### src/rtl/aux_hdr_pkg.sv
package aux_hdr_pkg;
  localparam int IDX_W = 4;

  typedef struct packed {
    logic             selLocal;  // local packet owns the output
    logic [IDX_W-1:0] beatIdx;   // local beat being presented
  } strobes_t;
endpackage

### src/rtl/aux_hdr_ctrl.sv
module aux_hdr_ctrl
  import aux_hdr_pkg::*;
#(
  parameter int NUM_BEATS = 4
) (
  input  logic     clk,
  input  logic     rst,
  input  logic     vsync,
  input  logic     insertEn,
  input  logic     filterEn,
  input  logic     upValid,
  input  logic     upSop,
  input  logic     upEop,
  input  logic     upIsHdr,
  input  logic     outReady,
  output logic     upReady,
  output logic     outValid,
  output strobes_t ctl
);
  typedef enum logic [1:0] {S_IDLE, S_UP, S_LOC} state_t;

  state_t           state;
  logic             vsyncQ, pending, dropQ;
  logic [IDX_W-1:0] beatCnt;
  logic             selLocal, dropNow, upFire, locFire, lastBeat;

  always_comb begin
    selLocal = (state == S_LOC) || (state == S_IDLE && pending);
    dropNow  = (state == S_UP) ? dropQ : (filterEn && upSop && upIsHdr);
    upReady  = !selLocal && (dropNow || outReady);
    outValid = selLocal || (upValid && !dropNow);
    upFire   = upValid && upReady;
    locFire  = selLocal && outReady;
    lastBeat = (beatCnt == IDX_W'(NUM_BEATS - 1));
    ctl.selLocal = selLocal;
    ctl.beatIdx  = beatCnt;
  end

  always_ff @(posedge clk) begin
    if (rst) begin
      state   <= S_IDLE;
      vsyncQ  <= 1'b0;
      pending <= 1'b0;
      dropQ   <= 1'b0;
      beatCnt <= '0;
    end else begin
      vsyncQ <= vsync;
      if (insertEn && vsync && !vsyncQ) pending <= 1'b1;
      else if (locFire && beatCnt == '0) pending <= 1'b0;

      unique case (state)
        S_IDLE: begin
          if (selLocal) begin
            if (locFire) begin
              beatCnt <= lastBeat ? '0 : beatCnt + 1'b1;
              state   <= lastBeat ? S_IDLE : S_LOC;
            end
          end else if (upFire && upSop && !upEop) begin
            state <= S_UP;
            dropQ <= dropNow;
          end
        end
        S_UP: if (upFire && upEop) state <= S_IDLE;
        S_LOC: if (locFire) begin
          beatCnt <= lastBeat ? '0 : beatCnt + 1'b1;
          if (lastBeat) state <= S_IDLE;
        end
        default: state <= S_IDLE;
      endcase
    end
  end
endmodule

### src/rtl/aux_hdr_dp.sv
module aux_hdr_dp
  import aux_hdr_pkg::*;
#(
  parameter int          DATA_W     = 72,
  parameter int          CHAN_W     = 11,
  parameter int          PB_BYTES   = 28,
  parameter int          LANES      = 8,
  parameter int          NUM_BEATS  = 4,
  parameter logic [7:0]  HDR_TYPE   = 8'h87,
  parameter logic [7:0]  HDR_VER    = 8'h01,
  parameter logic [7:0]  HDR_LEN    = 8'd26,
  parameter int          LOCAL_CHAN = 1
) (
  input  strobes_t            ctl,
  input  logic [8*PB_BYTES-1:0] payload,
  input  logic [DATA_W-1:0]   upData,
  input  logic                upSop,
  input  logic                upEop,
  output logic                upIsHdr,
  output logic [DATA_W-1:0]   outData,
  output logic                outSop,
  output logic                outEop,
  output logic [CHAN_W-1:0]   outChan
);
  localparam int SLOTS = NUM_BEATS * LANES;

  logic [7:0]        seqB [SLOTS];
  logic [7:0]        csum;
  logic [DATA_W-1:0] locWord;

  always_comb begin
    csum = 8'(HDR_TYPE + HDR_VER + HDR_LEN);
    for (int n = 0; n < PB_BYTES; n++) csum = csum + payload[8*n +: 8];
    csum = 8'(-csum);
  end

  always_comb begin
    for (int s = 0; s < SLOTS; s++) seqB[s] = 8'h00;
    seqB[0] = HDR_TYPE;
    seqB[1] = HDR_VER;
    seqB[2] = HDR_LEN;
    seqB[3] = csum;
    for (int n = 0; n < PB_BYTES; n++) seqB[4 + n] = payload[8*n +: 8];
  end

  always_comb begin
    locWord = '0;
    for (int j = 0; j < LANES; j++)
      locWord[8*j +: 8] = seqB[int'(ctl.beatIdx) * LANES + j];
  end

  assign upIsHdr = (upData[7:0] == HDR_TYPE);
  assign outData = ctl.selLocal ? locWord : upData;
  assign outSop  = ctl.selLocal ? (ctl.beatIdx == '0) : upSop;
  assign outEop  = ctl.selLocal ? (int'(ctl.beatIdx) == NUM_BEATS - 1) : upEop;
  assign outChan = ctl.selLocal ? CHAN_W'(LOCAL_CHAN) : '0;
endmodule

### src/rtl/aux_hdr_merge.sv
module aux_hdr_merge
  import aux_hdr_pkg::*;
#(
  parameter int         DATA_W     = 72,
  parameter int         CHAN_W     = 11,
  parameter int         PB_BYTES   = 28,
  parameter logic [7:0] HDR_TYPE   = 8'h87,
  parameter logic [7:0] HDR_VER    = 8'h01,
  parameter logic [7:0] HDR_LEN    = 8'd26,
  parameter int         LOCAL_CHAN = 1
) (
  input  logic                  clk,
  input  logic                  rst,
  input  logic                  vsync,
  input  logic                  insertEn,
  input  logic                  filterEn,
  input  logic [8*PB_BYTES-1:0] payload,
  input  logic [DATA_W-1:0]     upData,
  input  logic                  upValid,
  output logic                  upReady,
  input  logic                  upSop,
  input  logic                  upEop,
  output logic [DATA_W-1:0]     outData,
  output logic                  outValid,
  input  logic                  outReady,
  output logic                  outSop,
  output logic                  outEop,
  output logic [CHAN_W-1:0]     outChan
);
  localparam int LANES     = 8;
  localparam int TOTAL_B   = 4 + PB_BYTES;
  localparam int NUM_BEATS = (TOTAL_B + LANES - 1) / LANES;

  strobes_t ctl;
  logic     upIsHdr;

  aux_hdr_ctrl #(.NUM_BEATS(NUM_BEATS)) u_ctrl (
    .clk(clk), .rst(rst), .vsync(vsync), .insertEn(insertEn),
    .filterEn(filterEn), .upValid(upValid), .upSop(upSop), .upEop(upEop),
    .upIsHdr(upIsHdr), .outReady(outReady), .upReady(upReady),
    .outValid(outValid), .ctl(ctl)
  );

  aux_hdr_dp #(
    .DATA_W(DATA_W), .CHAN_W(CHAN_W), .PB_BYTES(PB_BYTES), .LANES(LANES),
    .NUM_BEATS(NUM_BEATS), .HDR_TYPE(HDR_TYPE), .HDR_VER(HDR_VER),
    .HDR_LEN(HDR_LEN), .LOCAL_CHAN(LOCAL_CHAN)
  ) u_dp (
    .ctl(ctl), .payload(payload), .upData(upData), .upSop(upSop),
    .upEop(upEop), .upIsHdr(upIsHdr), .outData(outData), .outSop(outSop),
    .outEop(outEop), .outChan(outChan)
  );
endmodule

### config.mk
export PLATFORM = sky130hd
export DESIGN_NAME = aux_hdr_merge
export DESIGN_NICKNAME = d
export VERILOG_FILES = /design/src/rtl/aux_hdr_pkg.sv /design/src/rtl/aux_hdr_ctrl.sv /design/src/rtl/aux_hdr_dp.sv /design/src/rtl/aux_hdr_merge.sv
export SDC_FILE = /design/constraint.sdc
export NUM_CORES = 1
export LEC_CHECK = 0
export ABC_AREA = 0
export BUFFER_PORTS_ARGS = -buffer_cell sky130_fd_sc_hd__buf_4
export CORE_AREA = 2 2 151 153
export CTS_CLUSTER_DIAMETER = 30
export DETAILED_ROUTE_END_ITERATION = 7
export DIE_AREA = 0 0 153 155
export PLACE_DENSITY = 0.62
export SLEW_MARGIN = 20
export SYNTH_ARGS = -nofsm -noshare
export SYNTH_HDL_FRONTEND = slang
export SYNTH_SLANG_ARGS = --single-unit
### constraint.sdc
create_clock -name clk -period 26.5 [get_ports clk]
set_input_delay 6.625 -clock clk [delete_from_list [all_inputs] [get_ports clk]]
set_output_delay 6.625 -clock clk [all_outputs]
set_load 0.02 [all_outputs]
* Word-level counts from Yosys, hierarchy flattened
Index checks and enable logic that the tools add are counted.
Storage, ports and cells: register bits after elaboration 9, bits of input ports 305, word-level logic and storage cells 140
Cells by class: add/subtract/negate cells 37, magnitude comparators 8, equal/unequal tests 11, multiplexer cells 43, bitwise gates (word level) 9, reductions and logical operators 27
Operator list (count):
- $bmux W8 S5 | 8
- $ge A32 B6 Y1 const B | 8
- $not A32 Y32 | 7
- $add A8 B8 Y8 | 27
- $mux W8 | 16
- $mux W72 | 1
- $add A7 B3 Y8 const B | 4
- $not A7 Y32 | 1
- $add A7 B2 Y8 const B | 2
- $mux W2 | 7
- $logic_and A1 B1 Y1 | 13
- $mux W4 | 3
- $add A7 B1 Y8 const B | 1
- $add A8 B8 Y8 const A | 1
- $eq A8 B8 Y1 const B | 1
- $neg A8 Y8 | 1
- $pmux W4 S2 | 1
- $mux W1 | 6
- $ne A2 B1 Y1 const B | 3
- $pmux W2 S3 | 1
- $reduce_and A5 Y1 | 1
- $add A4 B1 Y4 const B | 1
- $eq A4 B2 Y1 const B | 1
- $eq A4 B3 Y1 const B | 1
- other kinds (13) | 19

* Longest topological paths before layout
word-level depth 33, depth in mapped cells 24, mapped depth without buffers 24

* Cells and area by module
A second synthesis with hierarchy kept.
Second synthesis, totals: cells, all modules 774, area, all modules 7776.2 µm²
Modules (own cells, without submodules):
- aux_hdr_dp | instances 1, cells each 711, area an instance 7245.7 µm², sequential area each 0.0 µm²
- aux_hdr_ctrl | instances 1, cells each 63, area an instance 530.5 µm², sequential area each 180.2 µm²

* Worst setup path before layout
Ideal clock, no wire load.
kind input -> output, start point input payload[194], end point output outData[30], data arrival time 12.359 ns, required time 19.875 ns, path slack 7.516 ns, stages on the path 24, cells stage by stage inv_1 fa_1 fa_1 inv_1 fa_1 inv_1 fa_1 inv_1 fa_1 inv_1 fa_1 inv_1 fa_1 inv_1 ha_1 ha_1 inv_1 fa_1 inv_1 a21o_1 a21oi_1 xnor2_1 mux4_2 mux2_2
Between the ends: cells in the longest elaborated chain, start to end 9
RTL lines:
- start: declaration | RTL line aux_hdr_merge.sv:17 | input logic [8*PB_BYTES-1:0] payload,
- $add A8 B8 Y8 (4 in series) | RTL line aux_hdr_dp.sv:33 | for (int n = 0; n < PB_BYTES; n++) csum = csum + payload[8*n +: 8];
- $neg A8 Y8 | RTL line aux_hdr_dp.sv:34 | csum = 8'(-csum);
- $bmux W8 S5 | RTL line aux_hdr_dp.sv:49 | locWord[8*j +: 8] = seqB[int'(ctl.beatIdx) * LANES + j];
- $mux W8 (implied by the code) (2 in series) | RTL line aux_hdr_dp.sv:49
- $mux W72 | RTL line aux_hdr_dp.sv:53 | assign outData = ctl.selLocal ? locWord : upData;
- end: declaration | RTL line aux_hdr_merge.sv:23 | output logic [DATA_W-1:0] outData,
Every way passes these cells. The select of a mux whose other input is x is not followed.

* Worst setup path in the final report
Ends and elaborated chain as after synthesis.

==> run summary <==
Slowest-stage cell, CP - fa_1
Via count - 7109
First-pass GRT wire length - 45800 µm
Buffers on Ports - 381
Worst Path Required - 19880 ps
Buf+Inv Stages, Crit Path - 11
Cell count after synthesis - 859
CTS Sinks - 9
Syn_area_per_cell - 8.98 µm²
Final wirelength - 29500 µm
Reg2reg start - u_ctrl.beatCnt[1]
Util after Layout - 49.0%
GRT Total Usage - 25.3%
Clock-pin slew on the worst setup and hold paths - 40 ps
GPL Wtd Cong - 0.858
Initial antenna violation count - 0
Die height - 155 µm
ANT cells - 0
Area leader, netlist - fa_1
Die area - 23700 µm²
CTS Buf Count - 3
Iter 0 DRT Violations - 284
Max-cap violations - 0
Ys flop type - dfxtp_1
Worst-Skew Late Latency - 240 ps
Min-Delay Path Class - flop to flop
Final worst path period need - 19550 ps
Skew final - 2.24 ps
Final HPWL DP - 26000 µm
Final Slew Violations - 0
DR pass1 iterations - 5
Least-Margin Pin Slew - 949 ps
Min-Delay Endpoint - u_ctrl.beatCnt[3]
Num ports - 392
Area contributors post-synth - fa_1, mux4_2, inv_1, nand2_1, ha_1
Worst r2r path cells - 7
Via/cell ratio - 4.75
F_max - 0.0512 GHz
ANT nets after route - 0
Setup crit end kind - output pin
Startpoint Class - input pin
# DRC - 0
Synthesized area - 7710 µm²
Crit Reg-Reg Endpoint - u_ctrl.state[1]
Synthesis-stage register bit count - 9
Outcome - finished clean
Setup TNS - 0 ps
Critical path class - input pin to output pin
Area grow syn2layout - 41.4%
Post-synthesis sequential area ratio - 2.34%
Pin count of the biggest net entering global routing - 107
Die Width - 153 µm
Post-CTS sizing - 0
Setup Viol. Count Final - 0
Crit share post-route - 73.8%
Async set-reset flop share out of synthesis - 0%
DR WL/cell - 19.7 µm
Core Region - 22200 µm²
CTS tree - done
Share of layout cells above drive strength 1 - 36.4%
Post CTS Setup Buffer Count - 0
Final hold viol count - 0
Synthesis Warnings - 0
Count leader, synth - inv_1
WHS Path Cells - 2
H-Tree Depth - 1
Clk buf depth - 2
RSZ-0062 raised after global routing - false
EDFF count, synth - 0
Post-CTS Hold Buffers - 0
Root Buffer - clkbuf_16
Post-synth top cells - inv_1, fa_1, nand2_1, xnor2_1, mux4_2
Site Rows - 55
Initial Utilization - 34.7%
Crit path largest cell delay - 540 ps
Crit path max-delay family - adder cells
Slew margin rel. - 36.6%
Crit-path max FO - 2
Cell variety after synth - 46
Hold Crit Start - u_ctrl.beatCnt[3]
Top cell by count, worst path - inv_1
Worst R2R Setup Slack - 24060 ps
Nets - 1706
Share of the synthesized area in the top cell type - 41.0%
Number of global-route vias before repair - 8094
CP Data Arrival Time - 12920 ps
Gr ovfl total - 0
-- cells by family (layout without fill, tap and decap cells) --
| family | Yosys count | in the layout | share of synthesized area (%) |
|---|---|---|---|
| buffers and inverters | 265 | 609 | 13.5 |
| and+or+nand+nor | 195 | 195 | 10.4 |
| adders and majority gates | 188 | 188 | 45.9 |
| AOI/OAI and AO/OA | 88 | 88 | 6.75 |
| muxes | 61 | 61 | 14.2 |
| xor gates and xnor gates | 52 | 52 | 6.98 |
| DFF | 9 | 9 | 2.34 |
| other | 1 | 10 | 0.0486 |
-- state kept, by name, summed over array words and instances, names as in the netlist --
name,flops
u_ctrl.dropQ,1
u_ctrl.vsyncQ,1
u_ctrl.pending,1
u_ctrl.state,2
u_ctrl.beatCnt,4
-- worst reg2reg max path, cell delays in order (launching register included) --
cell,delay (ps)
dfxtp_4,590
buf_4,640
ha_1,320
nand2_1,120
a21boi_1,180
o32ai_1,140
a211o_1,300
a21oi_2,100
-- cell usage in the layout, fill, tap and decap left out, types with 2 or more instances in the layout --
master / n
ha_1: 30
nand3_1: 5
mux2_1: 2
fa_1: 158
inv_2: 4
nand2_1: 144
mux4_2: 38
xnor3_1: 6
mux2_2: 2
a21oi_1: 26
inv_1: 214
xor2_1: 4
dfxtp_1: 7
xnor2_1: 42
nor2_2: 2
a21o_1: 3
mux2i_1: 19
clkbuf_16: 3
conb_1: 10
nor2b_1: 4
buf_4: 385
o21ai_1: 26
o22ai_1: 7
and2_1: 8
nand3b_1: 2
a211o_1: 2
nor3b_1: 2
nor2_1: 24
nand4_1: 2
o21ai_0: 12
-- worst max path at each step --
| stage | startpoint | endpoint | slack [ps] | depth (start not counted) |
|---|---|---|---|---|
| after floorplan | payload[194] | outData[30] | 7520 | 24 |
| final | payload[194] | outData[30] | 6950 | 26 |
| after global routing | payload[194] | outData[30] | 6640 | 26 |
| after detailed placement | payload[194] | outData[30] | 6930 | 26 |
| after CTS | payload[194] | outData[30] | 6900 | 26 |
| after global placement | payload[202] | outData[30] | 7010 | 26 |
-- final cells by class --
type | instances | area, µm²
Fill cell | 2137 | 11300
Multi-Input combinational cell | 594 | 6540
Tap cell | 285 | 357
Clock buffer | 4 | 78.8
Timing Repair Buffer | 386 | 2920
Inverter | 219 | 822
Sequential cell | 9 | 185
-- per-stage QoR --
stage	std cells	instance area, µm²	setup slack [ps]	hold slack, ps
floorplan	868	7740	7520	466
global placement	1492	10800	7010	482
detailed placement	1492	10800	6930	510
CTS	1496	10900	6900	515
global route	1497	10900	6640	548
finish	1497	10900	6950	516
-- metal layers --
| metal | track usage [%] | share of wire [%] | up-vias | wire [µm] |
|---|---|---|---|---|
| li1 | - | - | 3315 | - |
| met1 | 30.4 | 38 | 3460 | 11100 |
| met2 | 47.6 | 53 | 301 | 15800 |
| met3 | 3.40 | 6.4 | 33 | 1880 |
| met4 | 6.83 | 2.7 | 0 | 804 |
| met5 | 0 | 0 | - | 0 |
Power is left out: the tool's default activity adds up to more than one toggle a clock period on the data nets, which glitch-free logic cannot reach.
